--- src/rtl/fm_router_pkg.sv ---
package fm_router_pkg;
   typedef enum logic [2:0] {
      ST_IDLE = 3'd0,
      ST_OP1  = 3'd1,
      ST_OP2  = 3'd2,
      ST_OP3  = 3'd3,
      ST_OP4  = 3'd4,
      ST_FIN  = 3'd5
   } seq_state_t;
endpackage

--- src/rtl/fm_att_adj.sv ---
module fm_att_adj #(
   parameter int ATT_W = 10,
   parameter int AM_W  = 7,
   parameter int QUIET = 832
) (
   input  logic [ATT_W-1:0] att,
   input  logic             am_on,
   input  logic [AM_W-1:0]  lfo_am,
   input  logic [1:0]       am_sens,
   output logic [ATT_W:0]   eff_att,
   output logic             quiet
);
   if (AM_W >= ATT_W) begin : g_bad_am
      $error("fm_att_adj: AM_W must be narrower than ATT_W");
   end
   if (QUIET >= (1 << (ATT_W + 1))) begin : g_bad_quiet
      $error("fm_att_adj: QUIET does not fit the effective attenuation");
   end

   logic [AM_W-1:0] ofs;

   always_comb begin
      ofs     = am_on ? (lfo_am >> (2'd3 - am_sens)) : '0;
      eff_att = {1'b0, att} + (ATT_W+1)'(ofs);
      quiet   = (eff_att >= (ATT_W+1)'(QUIET));
   end
endmodule

--- src/rtl/fm_fb_hist.sv ---
module fm_fb_hist #(
   parameter int OUT_W = 14,
   parameter int MOD_W = 22,
   parameter int FB_W  = 3
) (
   input  logic                    clk,
   input  logic                    rst_n,
   input  logic                    shift_en,
   input  logic signed [OUT_W-1:0] new_val,
   input  logic [FB_W-1:0]         fb,
   output logic signed [MOD_W-1:0] fb_mod,
   output logic signed [OUT_W-1:0] older
);
   logic signed [OUT_W-1:0] h_old, h_new;
   logic signed [OUT_W:0]   pair_sum;
   logic signed [MOD_W-1:0] pair_ext;

   always_comb begin
      pair_sum = (OUT_W+1)'(h_old) + (OUT_W+1)'(h_new);
      pair_ext = MOD_W'(pair_sum);
      fb_mod   = (fb == '0) ? '0 : (pair_ext <<< fb);
      older    = h_old;
   end

   always_ff @(posedge clk) begin
      if (!rst_n) begin
         h_old <= '0;
         h_new <= '0;
      end else if (shift_en) begin
         h_old <= h_new;
         h_new <= new_val;
      end
   end
endmodule

--- src/rtl/fm_route_seq.sv ---
module fm_route_seq
   import fm_router_pkg::*;
(
   input  logic       clk,
   input  logic       rst_n,
   input  logic       start,
   input  logic [3:0] quiet,
   input  logic       op_ack,
   input  logic       full_q,
   input  logic       alg_hi,
   output seq_state_t state,
   output logic       launch,
   output logic       step,
   output logic       op_req,
   output logic [1:0] idx,
   output logic       done
);
   seq_state_t nxt;
   logic       active;

   always_comb begin
      active = (state == ST_OP1) || (state == ST_OP2) ||
               (state == ST_OP3) || (state == ST_OP4);
      case (state)
         ST_OP2:  idx = 2'd1;
         ST_OP3:  idx = 2'd2;
         ST_OP4:  idx = 2'd3;
         default: idx = 2'd0;
      endcase
      launch = start && (state == ST_IDLE);
      op_req = active && !quiet[idx];
      step   = active && (quiet[idx] || op_ack);
      nxt    = state;
      case (state)
         ST_IDLE: if (launch) nxt = ST_OP1;
         ST_OP1:  if (step) nxt = (full_q || !alg_hi) ? ST_OP2 : ST_FIN;
         ST_OP2:  if (step) nxt = full_q ? ST_OP3 : ST_FIN;
         ST_OP3:  if (step) nxt = ST_OP4;
         ST_OP4:  if (step) nxt = ST_FIN;
         ST_FIN:  nxt = ST_IDLE;
         default: nxt = ST_IDLE;
      endcase
   end

   always_ff @(posedge clk) begin
      if (!rst_n) begin
         state <= ST_IDLE;
         done  <= 1'b0;
      end else begin
         state <= nxt;
         if (launch)
            done <= 1'b0;
         else if (state == ST_FIN)
            done <= 1'b1;
      end
   end


   sel_hold_chk: assert property (@(posedge clk) disable iff (!rst_n)
      op_req && !op_ack |=> op_req && $stable(idx));
endmodule

--- src/rtl/fm_alg_router.sv ---
module fm_alg_router
   import fm_router_pkg::*;
#(
   parameter int OUT_W = 14,
   parameter int PH_W  = 10,
   parameter int ATT_W = 10,
   parameter int AM_W  = 7,
   parameter int FB_W  = 3,
   parameter int MOD_W = 22,
   parameter int QUIET = 832
) (
   input  logic                  clk,
   input  logic                  rst_n,
   input  logic                  start,
   input  logic [2:0]            alg,
   input  logic [FB_W-1:0]       fb,
   input  logic                  full_tick,
   input  logic [3:0]            am_en,
   input  logic [1:0]            am_sens,
   input  logic [AM_W-1:0]       lfo_am,
   input  logic [4*PH_W-1:0]     phase_all,
   input  logic [4*ATT_W-1:0]    att_all,
   output logic                  op_req,
   output logic [1:0]            op_sel,
   output logic [PH_W-1:0]       op_phase,
   output logic [ATT_W:0]        op_att,
   output logic [MOD_W-1:0]      op_mod,
   input  logic                  op_ack,
   input  logic [OUT_W-1:0]      op_out,
   output logic [OUT_W-1:0]      sample,
   output logic                  done
);
   localparam int NOPS  = 4;
   localparam int ACC_W = OUT_W + 2;
   localparam int MEM_W = OUT_W + 1;
   localparam logic signed [ACC_W-1:0] SAT_HI = ACC_W'((1 << (OUT_W-1)) - 1);
   localparam logic signed [ACC_W-1:0] SAT_LO = -SAT_HI - ACC_W'(1);

   if (MOD_W < OUT_W + (1 << FB_W)) begin : g_bad_mod
      $error("fm_alg_router: MOD_W too narrow for the feedback shift range");
   end

   seq_state_t              state;
   logic                    launch, step;
   logic [1:0]              idx;
   logic [NOPS-1:0]         quiet;
   logic [ATT_W:0]          eff [NOPS];
   logic [2:0]              alg_q;
   logic [FB_W-1:0]         fb_q;
   logic                    full_q;
   logic signed [OUT_W-1:0] val, c1, r2, r3, r4, smp_q;
   logic signed [MEM_W-1:0] mem_q;
   logic signed [MOD_W-1:0] fb_mod;
   logic signed [ACC_W-1:0] a_c1, a_r2, a_r3, a_r4, a_mem, mod_acc, sum, sat_v;

   for (genvar k = 0; k < NOPS; k++) begin : g_slot
      fm_att_adj #(.ATT_W(ATT_W), .AM_W(AM_W), .QUIET(QUIET)) u_adj (
         .att     (att_all[k*ATT_W +: ATT_W]),
         .am_on   (am_en[k]),
         .lfo_am  (lfo_am),
         .am_sens (am_sens),
         .eff_att (eff[k]),
         .quiet   (quiet[k])
      );
   end

   fm_route_seq u_seq (
      .clk    (clk),
      .rst_n  (rst_n),
      .start  (start),
      .quiet  (quiet),
      .op_ack (op_ack),
      .full_q (full_q),
      .alg_hi (alg_q[2]),
      .state  (state),
      .launch (launch),
      .step   (step),
      .op_req (op_req),
      .idx    (idx),
      .done   (done)
   );

   always_comb val = quiet[idx] ? '0 : $signed(op_out);

   fm_fb_hist #(.OUT_W(OUT_W), .MOD_W(MOD_W), .FB_W(FB_W)) u_hist (
      .clk      (clk),
      .rst_n    (rst_n),
      .shift_en (step && (state == ST_OP1)),
      .new_val  (val),
      .fb       (fb_q),
      .fb_mod   (fb_mod),
      .older    (c1)
   );

   always_comb begin
      a_c1  = ACC_W'(c1);
      a_r2  = ACC_W'(r2);
      a_r3  = ACC_W'(r3);
      a_r4  = ACC_W'(r4);
      a_mem = ACC_W'(mem_q);

      mod_acc = '0;
      case (state)
         ST_OP2: if (alg_q inside {3'd0, 3'd3, 3'd4, 3'd5, 3'd6}) mod_acc = a_c1;
         ST_OP3: if (alg_q inside {3'd0, 3'd1, 3'd2, 3'd5}) mod_acc = a_mem;
         ST_OP4: begin
            case (alg_q)
               3'd0, 3'd1, 3'd4: mod_acc = a_r3;
               3'd2:             mod_acc = a_c1 + a_r3;
               3'd3:             mod_acc = a_mem + a_r3;
               3'd5:             mod_acc = a_c1;
               default:          mod_acc = '0;
            endcase
         end
         default: mod_acc = '0;
      endcase

      case (alg_q)
         3'd4:       sum = a_r2 + a_r4;
         3'd5, 3'd6: sum = a_r2 + a_r3 + a_r4;
         3'd7:       sum = a_c1 + a_r2 + a_r3 + a_r4;
         default:    sum = a_r4;
      endcase
      if (sum > SAT_HI)      sat_v = SAT_HI;
      else if (sum < SAT_LO) sat_v = SAT_LO;
      else                   sat_v = sum;

      op_sel   = idx;
      op_phase = phase_all[idx*PH_W +: PH_W];
      op_att   = eff[idx];
      op_mod   = (state == ST_OP1) ? fb_mod : MOD_W'(mod_acc);
      sample   = smp_q;
   end

   always_ff @(posedge clk) begin
      if (!rst_n) begin
         alg_q  <= '0;
         fb_q   <= '0;
         full_q <= 1'b0;
         r2     <= '0;
         r3     <= '0;
         r4     <= '0;
         mem_q  <= '0;
         smp_q  <= '0;
      end else begin
         if (launch) begin
            alg_q  <= alg;
            fb_q   <= fb;
            full_q <= full_tick;
         end
         if (step) begin
            case (state)
               ST_OP2:  r2 <= val;
               ST_OP3:  r3 <= val;
               ST_OP4:  r4 <= val;
               default: ;
            endcase
         end
         if (state == ST_FIN) begin
            if (full_q) smp_q <= OUT_W'(sat_v);
            case (alg_q)
               3'd0, 3'd2, 3'd3: mem_q <= MEM_W'(r2);
               3'd1:             mem_q <= MEM_W'(a_c1 + a_r2);
               3'd5:             if (full_q) mem_q <= MEM_W'(c1);
               default:          ;
            endcase
         end
      end
   end


   quiet_no_req_chk: assert property (@(posedge clk) disable iff (!rst_n)
      op_req |-> (op_att < (ATT_W+1)'(QUIET)));

   mod_hold_chk: assert property (@(posedge clk) disable iff (!rst_n)
      op_req && !op_ack |=> op_req && $stable(op_mod) && $stable(op_att));

   sample_hold_chk: assert property (@(posedge clk) disable iff (!rst_n)
      done && !start |=> done && $stable(sample));

   done_clr_chk: assert property (@(posedge clk) disable iff (!rst_n)
      done && start |=> !done && !$stable(op_req) || !done);
endmodule

--- config.mk ---
export PLATFORM = sky130hd
export DESIGN_NAME = fm_alg_router
export DESIGN_NICKNAME = d
export VERILOG_FILES = /design/src/rtl/fm_router_pkg.sv /design/src/rtl/fm_att_adj.sv /design/src/rtl/fm_fb_hist.sv /design/src/rtl/fm_route_seq.sv /design/src/rtl/fm_alg_router.sv
export SDC_FILE = /design/constraint.sdc
export NUM_CORES = 1
export LEC_CHECK = 0
export ABC_CLOCK_PERIOD_IN_PS = 4800
export BUFFER_PORTS_ARGS = -buffer_cell sky130_fd_sc_hd__clkbuf_2
export CORE_MARGIN = 3
export CORE_UTILIZATION = 55
export CTS_CLUSTER_SIZE = 8
export DETAILED_ROUTE_END_ITERATION = 16
export PLACE_DENSITY = 0.81
export SYNTH_ARGS = -nofsm -noshare
export SYNTH_HDL_FRONTEND = slang
export SYNTH_SLANG_ARGS = --single-unit
--- constraint.sdc ---
create_clock -name clk -period 4.8 [get_ports clk]
set_input_delay 0.24 -clock clk [delete_from_list [all_inputs] [get_ports clk]]
set_output_delay 0.24 -clock clk [all_outputs]
set_load 0.01 [all_outputs]
# --- Word level (Yosys, flattened, before mapping) ---
# Index checks and enable logic that the tools add are counted.
word_totals:
  regBits: 110
  in_bits: 118
  output_inout_bits: 61
  wordCells: 115
op_classes:
  n_addsub: 14
  n_mul: 1
  n_lt_le_gt_ge: 8
  eq_ne: 18
  n_shift: 3
  mux: 30
  bitwise: 2
  n_reduce_logical: 27
ops:
  columns: ["operator", "n"]
  rows:
  - ["one-hot mux 16 bit (3 select lines)", 2]
  - ["adder 14 x 14 -> 15 bit", 5]
  - ["one-hot mux 16 bit (4 select lines)", 1]
  - ["adder 15 x 14 -> 16 bit", 3]
  - ["one-hot mux 15 bit (3 select lines)", 1]
  - ["adder 10 x 7 -> 11 bit", 4]
  - ["greater-or-equal comparator 11 x 10 -> 1 bit (second input constant)", 4]
  - ["2-to-1 mux 22 bit", 2]
  - ["2-to-1 mux 14 bit", 3]
  - ["variable part select 40 x 7 -> 10 bit", 1]
  - ["2-to-1 mux 16 bit", 2]
  - ["2-to-1 mux 7 bit", 4]
  - ["binary-select mux 11 bit (select 2 bit)", 1]
  - ["2-to-1 mux 11 bit", 2]
  - ["<<< shifter 22 x 3 -> 22 bit", 1]
  - ["2-to-1 mux 3 bit", 7]
  - ["== test 3 bit (second input constant)", 6]
  - ["adder 16 x 14 -> 16 bit", 1]
  - ["> comparator 16 x 14 -> 1 bit (second input constant)", 1]
  - ["less-than comparator 16 x 14 -> 1 bit (second input constant)", 1]
  - ["2-to-1 mux 15 bit", 1]
  - ["one-hot mux 3 bit (5 select lines)", 1]
  - ["== test 3 x 2 -> 1 bit (second input constant)", 4]
  - ["!= test 2 bit (second input constant)", 6]
  - ["other kinds (23)", 39]

# --- Logic depth before layout (Yosys ltp) ---
# Gate-level depths: netlist of the first run.
depth:
  depth_word: 11
  ltp_mapped: 22
  depth_no_buf: 21

# --- Hierarchy ---
# From an unflattened synthesis of the first run, not the netlist that was laid out.
hier_totals:
  hier_cells: 1844
  hier_area_um2: 14886.8
by_module_without_submodules:
  columns: ["mod", "n_inst", "cells_per_inst", "area_each_um2", "seq_area_each_um2"]
  rows:
  - ["fm_alg_router", 1, 1146, 9492.9, 1561.5]
  - ["fm_fb_hist", 1, 315, 2562.5, 560.5]
  - ["fm_att_adj (g_slot[0].u_adj ...)", 3, 83, 603.1, 0.0]
  - ["fm_att_adj (g_slot[3].u_adj)", 1, 80, 578.1, 0.0]
  - ["fm_route_seq", 1, 54, 444.2, 80.1]

# --- Least setup slack after synthesis of the first run ---
# OpenSTA, ideal clock, no wires.
synth_path:
  kind: "register to register"
  from: "register u_hist.h_old[0], in the netlist u_hist.older[0]"
  to: "register smp_q[6], in the netlist sample[6]"
  setup_time_ns: 0.119
  t_arrival_ns: 4.596
  t_required_ns: 4.681
  path_slack_ns: 0.085
  path_stages_with_launch: 23
  path_buffers: 1
  period_less_slack_ns: 4.715
  path_cell_list: "dfxtp_1 -> ha_1 -> fa_1 -> a21o_1 -> a21oi_1 -> o21ai_0 -> nand2_1 -> o21ai_0 -> o41ai_1 -> nand2b_1 -> a31oi_1 -> inv_1 -> fa_1 -> ha_1 -> inv_1 -> or3_1 -> o21ai_0 -> a22oi_1 -> or4b_4 -> o31ai_2 -> o21ai_2 -> buf_6 -> o221a_1"
synth_via:
  elab_chain_len: 7
  word_cells_on_any_way: 8
  classes_between: "add/sub: 3; order compare: 2; mux: 3"
synth_lines:
  columns: ["element", "line_no", "source"]
  rows:
  - ["start: declaration", "fm_fb_hist.sv:14", "logic signed [OUT_W-1:0] h_old, h_new;"]
  - ["start signal: assignment", "fm_fb_hist.sv:30", "h_old <= h_new;"]
  - ["adder 14 x 14 -> 15 bit (*)", "fm_alg_router.sv:121", "3'd7: sum = a_c1 + a_r2 + a_r3 + a_r4;"]
  - ["adder 15 x 14 -> 16 bit (*)", "fm_alg_router.sv:121", null]
  - ["adder 16 x 14 -> 16 bit (*)", "fm_alg_router.sv:121", null]
  - ["one-hot mux 16 bit (3 select lines) (*)", "fm_alg_router.sv:118", "case (alg_q)"]
  - ["less-than comparator 16 x 14 -> 1 bit", "fm_alg_router.sv:125", "else if (sum < SAT_LO) sat_v = SAT_LO;"]
  - ["2-to-1 mux 14 bit", "fm_alg_router.sv:125", null]
  - ["2-to-1 mux 14 bit (*)", "fm_alg_router.sv:124", "if (sum > SAT_HI) sat_v = SAT_HI;"]
  - ["end signal: assignment", "fm_alg_router.sv:160", "if (full_q) smp_q <= OUT_W'(sat_v);"]
  - ["end: declaration", "fm_alg_router.sv:51", "logic signed [OUT_W-1:0] val, c1, r2, r3, r4, smp_q;"]
# Every way passes the cells marked *; elsewhere a longest branch is shown, timed or not.
# A chain may end at the register's enable or synchronous reset.

# --- Final worst setup path of the first run ---
layout_path:
  from: "register u_hist.h_old[1], in the netlist u_hist.older[1]"
  to: "register smp_q[0], in the netlist sample[0]"
# The elaborated chain is that of the path after synthesis.

==> out/qor.csv, run 1 <==
metric,value,unit
setup_ws,-0.03158,ns
vdd_ir_drop_max,0.0003090,V
wl,46290,um
drc_errors,0,
r2r_slack,-0.03,ns
top_level_ports,179,
cts_buffer_depth,2,
initial_core_util,56.69,%
die_area,26470,um2
grt_usage,34.07,%
htreeDepth,3,
cts_root_buffer,clkbuf_16,
clock_latency,0.37,ns
yosysWarnings,0,
m1WireLength,18220,um
crit_path_max_fanout,7,
placement_rows,56,
io_buffers,178,
syn_area_per_cell,7.748,um2
r2r.worst_path.cells,19,
fin_util,64.81,%
synth_cells,1743,
vias,14830,
syn_nets,2028,
nets,2197,
hold_end,u_hist.h_new[12]$_SDFFE_PN0P_,
coreArea,23820,um2
area_delta_synth_final,14.31,%
die_h,162.7,um
insertedDiodeCount,0,
path_clk_slew,0.09,ns
reg2reg_from,u_hist.older[1]$_SDFFE_PN0P_,
crit_path_end_kind,register,
violations,setup timing,
final_common_cell,nand2_1,
avgViaCountPerCell,6.632,
hold-path-cell-count,2,
synth_top_area_share,16.31,%
worstMarginPinSlew,1.163,ns
hold_path.class,primary input to register,
hp-start,op_out[12],
syn_area,13510,um2
postSynth.asyncResetShare,0,%
synth_edf_count,0,
critical_path_class,register to register,
cts_inserted_buffers,9,
required,5.06,ns
hold_viol_final,0,
fin_skew,0.01388,ns
ant_nets,0,
rsz0062_at_grt,yes,
power.leakage,0.006756,uW
routedWlPerCell,20.70,um
synth_flop_cell,dfxtp_1,
route.met2.wl,21920,um
die_w,162.7,um
first_global_vias,14120,
crit_slowest_cell,fa_1,
grt_max_degree,83,
path_cells,"ha_1, a21o_1, a21oi_2, o21a_1, nor3_2, buf_4, a211oi_2, nor2_1, xor2_1, fa_1, ha_1, or3_1, o21ai_1, a21oi_2, xor2_1, a221o_1, o31ai_4, o21ai_4, o221a_2",
fin_crit_sh,100.7,%
powerDensity,308.1,nW/um2
drv_cap,0,
slew-limit-headroom,21.89,%
synth.top_cells.by_area,"dfxtp_1 16%, ha_1 12%, fa_1 5.9%",
critPathMaxStageDelay,0.45,ns
cts_sinks,110,
dr.first_iter.drc_count,1436,
hpwl,36130,um
slew_violations,0,
fmax,0.2070,GHz
cts_tree,yes,
setup-violations-final,6,
route.met3.wl,4124,um
final_cell_mix,"180 x nand2_1, 178 x clkbuf_2, 142 x a21oi_1",
start_kind,register,
grt_antenna_before_repair,0,
fin_hold_ws,0.1011,ns
overflow,0,
cp.arrival,5.09,ns
synth.yosys.seq_area_share,16.31,%
synth_top_area_cell,dfxtp_1,
ys_ff_latch,110,
crit_path_start,u_hist.older[1]$_SDFFE_PN0P_,
cts.hold.buffers_added,0,
status,finished with violations,
globalplace.congestion,0.9356,
grt_pass1_wl,73400,um
maxUsedRoutingLayer,met4,
timing.rr.end,sample[0]$_SDFFE_PN0P_,
layout-drive-gt1-share,17.48,%
first_pass_iters,6,
period_needed,4.832,ns
yosysUniqueCellTypes,89,
==> what timing repair did <==
item / CTS / global route
endpoints found under the hold margin: 0 / 0
pin swaps: 2 / 25
gates resized for setup: 12 / 24
endpoints found under the setup margin: 13 / 14
gates cloned: 0 / 1
buffers inserted: 0 / 5
==> through the flow <==
| stage | power [uW] | instances | TNS (ns) | cell area (um2) | worst slack, ns |
|---|---|---|---|---|---|
| 4_1_cts | 4676 | 2230 | 0 | 15270 | 0.001159 |
| 6_report | 4757 | 2236 | -0.1315 | 15440 | -0.03158 |
| 3_5_place_dp | 3883 | 2214 | -3.144 | 14920 | -0.2494 |
| 2_1_floorplan | 3027 | 1743 | 0 | 13510 | 0.08530 |
| 5_1_grt | 5024 | 2236 | -1.869 | 15440 | -0.1842 |
| 3_3_place_gp | 3834 | 2214 | -2.163 | 14920 | -0.1768 |
==> cell type report <==
class	count	area (um2)
clock buffer	9	225.2
timing repair buffer	250	1444
multi-input combinational	1472	10830
inverter	69	259.0
fill	2110	8384
clock inverter	7	77.57
tap	319	399.1
sequential	110	2208
==> routing by layer <==
layer	global-route usage [%]	up-vias
li1	-	6934
met1	43.43	6939
met2	57.81	821
met3	4.247	136
met4	15.03	0
met5	0	-
==> worst max-delay path, delay by kind of cell, from the launching register on <==
| family | cells | cell delay, ns |
|---|---|---|
| adders and majority gates | 3 | 1.10 |
| buffers and inverters | 1 | 0.15 |
| AOI/OAI and AO/OA | 10 | 2.18 |
| DFF | 1 | 0.35 |
| xor gates and xnor gates | 2 | 0.40 |
| and+or+nand+nor | 3 | 0.55 |
==> logic make-up (layout without fill, tap and decap cells) <==
logic type,count (synthesis),in the layout,share of synthesized area [%]
flip-flops,110,110,16.31
adder cells (fa/ha/maj),167,167,17.70
AND/OR/NAND/NOR,511,511,18.02
multiplexers,50,50,3.928
XOR/XNOR,97,97,6.291
buffers and inverters,162,335,4.929
AO/OA/AOI/OAI,646,647,32.83
==> state kept, by name, indices dropped and copies added (netlist names) <==
name and flops:
alg_q 3, u_seq.done 1, r3 14, u_hist.h_new 14, mem_q 15, r2 14
full_q 1, fb_q 3, sample 14, r4 14, u_seq.state 3, u_hist.older 14
==> report_power, final <==
group	total [uW]	switching [uW]	internal [uW]
Clock	796	423	372
Combinational	2840	1800	1040
Sequential	1120	120	998
Total	4760	2340	2410
==> Yosys cell counts, types with 20 or more instances <==
cell type  count
and2_1        30
xor2_1        39
o21ai_0       91
o211ai_1      21
ha_1         127
a21oi_1      148
xnor2_1       58
o21a_1        33
a21o_1        27
inv_1         66
nor2b_1       23
mux2i_1       44
o221ai_1      25
o22ai_1       62
a211oi_1      29
fa_1          40
nor2_1       118
nand3_1       29
nor3_1        41
clkbuf_1      66
dfxtp_1      110
a31oi_1       20
nand2_1      180
==> how the worst max path moves through the flow <==
| stage | endpoint | slack [ns] | cells past startpoint |
|---|---|---|---|
| final | sample[0]$_SDFFE_PN0P_ | -0.03 | 19 |
| after global routing | sample[0]$_SDFFE_PN0P_ | -0.18 | 19 |
| after CTS | sample[0]$_SDFFE_PN0P_ | 0.001 | 19 |
| after detailed placement | sample[9]$_SDFFE_PN0P_ | -0.25 | 20 |
| after global placement | sample[0]$_SDFFE_PN0P_ | -0.18 | 20 |
| after floorplan | sample[6]$_SDFFE_PN0P_ | 0.09 | 22 |
(Power assumes the default switching activity.)
==> inputs of run 2 (changes only) <==
- BUFFER_PORTS_ARGS: -buffer_cell sky130_fd_sc_hd__clkbuf_2 -> -buffer_cell sky130_fd_sc_hd__buf_2
==> run 2 against run 1 <==
The flow still finishes with violations (setup timing). Global-route usage is 0.26 points lower. Routed wire length is 0.61% higher. Total power is 0.19% higher. Clock skew hardly changed. Worst hold slack better by 0.0096 ns. Design area is 1.0% higher. Sequential share of layout area is 0.14 points lower. Non-clock buffer count is 7 higher. Critical path depth stayed put.
==> out/qor.csv, run 2 (synthesized netlist as in run 1, its figures left out) <==
metric,value,unit,change
grt_usage,33.82,%,-0.26 points
fin_skew,0.01353,ns,-0.0003415 ns
coreArea,23820,um2,unchanged
crit_path_end_kind,register,,
die_w,162.7,um,unchanged
reg2reg_from,u_hist.older[1]$_SDFFE_PN0P_,,
fmax,0.2074,GHz,+0.20%
cts_buffer_depth,2,,unchanged
required,5.06,ns,about the same
cts_sinks,110,,unchanged
cpMostUsedCell,ha_1,,
period_needed,4.822,ns,-0.009438 ns
insertedDiodeCount,0,,unchanged
cts_tree,yes,,
die_h,162.7,um,unchanged
cts_inserted_buffers,9,,unchanged
path_cells,"ha_1, a21o_1, a21oi_2, o21a_1, nor3_4, buf_4, a211oi_4, o31ai_2, xor2_1, fa_1, ha_1, a21oi_1, o21ai_1, a22oi_1, or4b_4, o31ai_4, buf_6, o21ai_4, o221a_2",,
hp-start,alg[0],,
status,finished with violations,,
cts_root_buffer,clkbuf_16,,
hold_path.class,primary input to register,,
violations,setup timing,,
grt_antenna_before_repair,3,,+3
vias,14940,,+0.71%
fin_crit_sh,100.5,%,-0.20 points
final_common_cell,nand2_1,,
stdcell_area,15590,um2,+1.0%
grt_pass1_wl,72510,um,-1.2%
nets,2204,,+0.32%
clock_latency,0.37,ns,about the same
power.leakage,0.006834,uW,+1.2%
start_kind,register,,
crit_path_start,u_hist.older[1]$_SDFFE_PN0P_,,
drc_errors,0,,unchanged
ant_nets,0,,unchanged
first_global_vias,13810,,-2.2%
htreeDepth,3,,unchanged
fin_util,65.46,%,+0.65 points
globalplace.congestion,0.9536,,+1.9%
routedWlPerCell,20.76,um,+0.30%
grt_max_degree,83,,unchanged
powerDensity,305.6,nW/um2,-0.81%
slew_violations,0,,unchanged
top_level_ports,179,,unchanged
dr.first_iter.drc_count,1407,,-2.0%
hpwl,36340,um,+0.57%
avgViaCountPerCell,6.659,,+0.40%
layout-drive-gt1-share,18.45,%,+0.98 points
critPathMaxStageDelay,0.52,ns,+0.07 ns
final_cell_mix,"180 x nand2_1, 178 x buf_2, 141 x a21oi_1",,
largest_register,mem_q,,
rsz0062_at_grt,yes,,
hold_viol_final,0,,unchanged
crit_path_max_fanout,7,,unchanged
largest_reg_flops,15,,unchanged
crit_slowest_cell,or4b_4,,
overflow,0,,unchanged
vdd_ir_drop_max,0.0003036,V,-1.8%
critical_path_class,register to register,,
path_clk_slew,0.09,ns,about the same
die_area,26470,um2,unchanged
fin_tns_setup,-0.05798,ns,+0.07354 ns
setup-violations-final,5,,-1
drv_cap,0,,unchanged
dpl_cell_area,14930,um2,+0.10%
setup_ws,-0.02214,ns,+0.009438 ns
wl,46570,um,+0.61%
worstMarginPinSlew,1.199,ns,+0.03630 ns
cp.arrival,5.08,ns,about the same
area_delta_synth_final,15.46,%,
io_buffers,178,,unchanged
dpl_worst_slack,-0.2580,ns,-0.008555 ns
placement_rows,56,,unchanged
first_pass_iters,5,,-1
slew-limit-headroom,19.45,%,-2.4 points
initial_core_util,56.69,%,unchanged
-- run 2: worst paths after layout --
check	end	slack, ns	cells past startpoint
worst max-delay path	sample[2]$_SDFFE_PN0P_	-0.02	19
worst min-delay path	alg_q[0]$_SDFFE_PN0P_	0.11	3
worst max register to register	sample[2]$_SDFFE_PN0P_	-0.02	19
worst min register to register	u_seq.done$_SDFFE_PP0N_	0.49	2
-- run 2: where the power goes --
part	switching, uW	internal (uW)	total (uW)	leakage, uW
sequential	126	998	1120	0.000891
combinational	1780	1050	2830	0.00580
clock	399	413	812	0.000140
-- run 2: timing repair --
action / CTS / global route
endpoints found under the setup margin: 13 / 14
hold buffers: 0 / 0
gates resized for setup: 23 / 35
pin swaps: 17 / 31
endpoints found under the hold margin: 0 / 0
cloned: 1 / 0
buffers inserted: 1 / 9
-- run 2: critical path, delay by kind of cell, from the launching register on --
family	cells	cell delay [ns]
buffers and inverters	2	0.31
AOI/OAI and AO/OA	11	2.04
and+or+nand+nor	2	0.58
DFF	1	0.34
adders and majority gates	3	1.14
xor gates and xnor gates	1	0.29
-- run 2: metal layers --
metal	GRT usage [%]	vias up	share of wire (%)
li1	-	6943	-
met5	0	-	0.088
met2	58.28	820	48
met1	43.06	7029	39
met4	12.73	6	4.0
met3	4.552	138	8.9
-- run 2: area by class of cell --
type	count	area (um2)
Clock inverter	7	81.33
Fill cell	2086	8229
Sequential cell	110	2208
Inverter	69	261.5
Clock buffer	9	225.2
Multi-Input combinational cell	1472	10910
Timing Repair Buffer	257	1504
Tap cell	319	399.1
-- run 2: stage by stage --
stage                     hold WS, ns  std cells  total power, uW
after global placement         0.4552       2216             3827
after CTS                      0.1009       2234             4677
after floorplan                0.3569       1743             3027
after global routing           0.1060       2243             5052
after detailed placement       0.4691       2216             3866
final                          0.1106       2243             4766
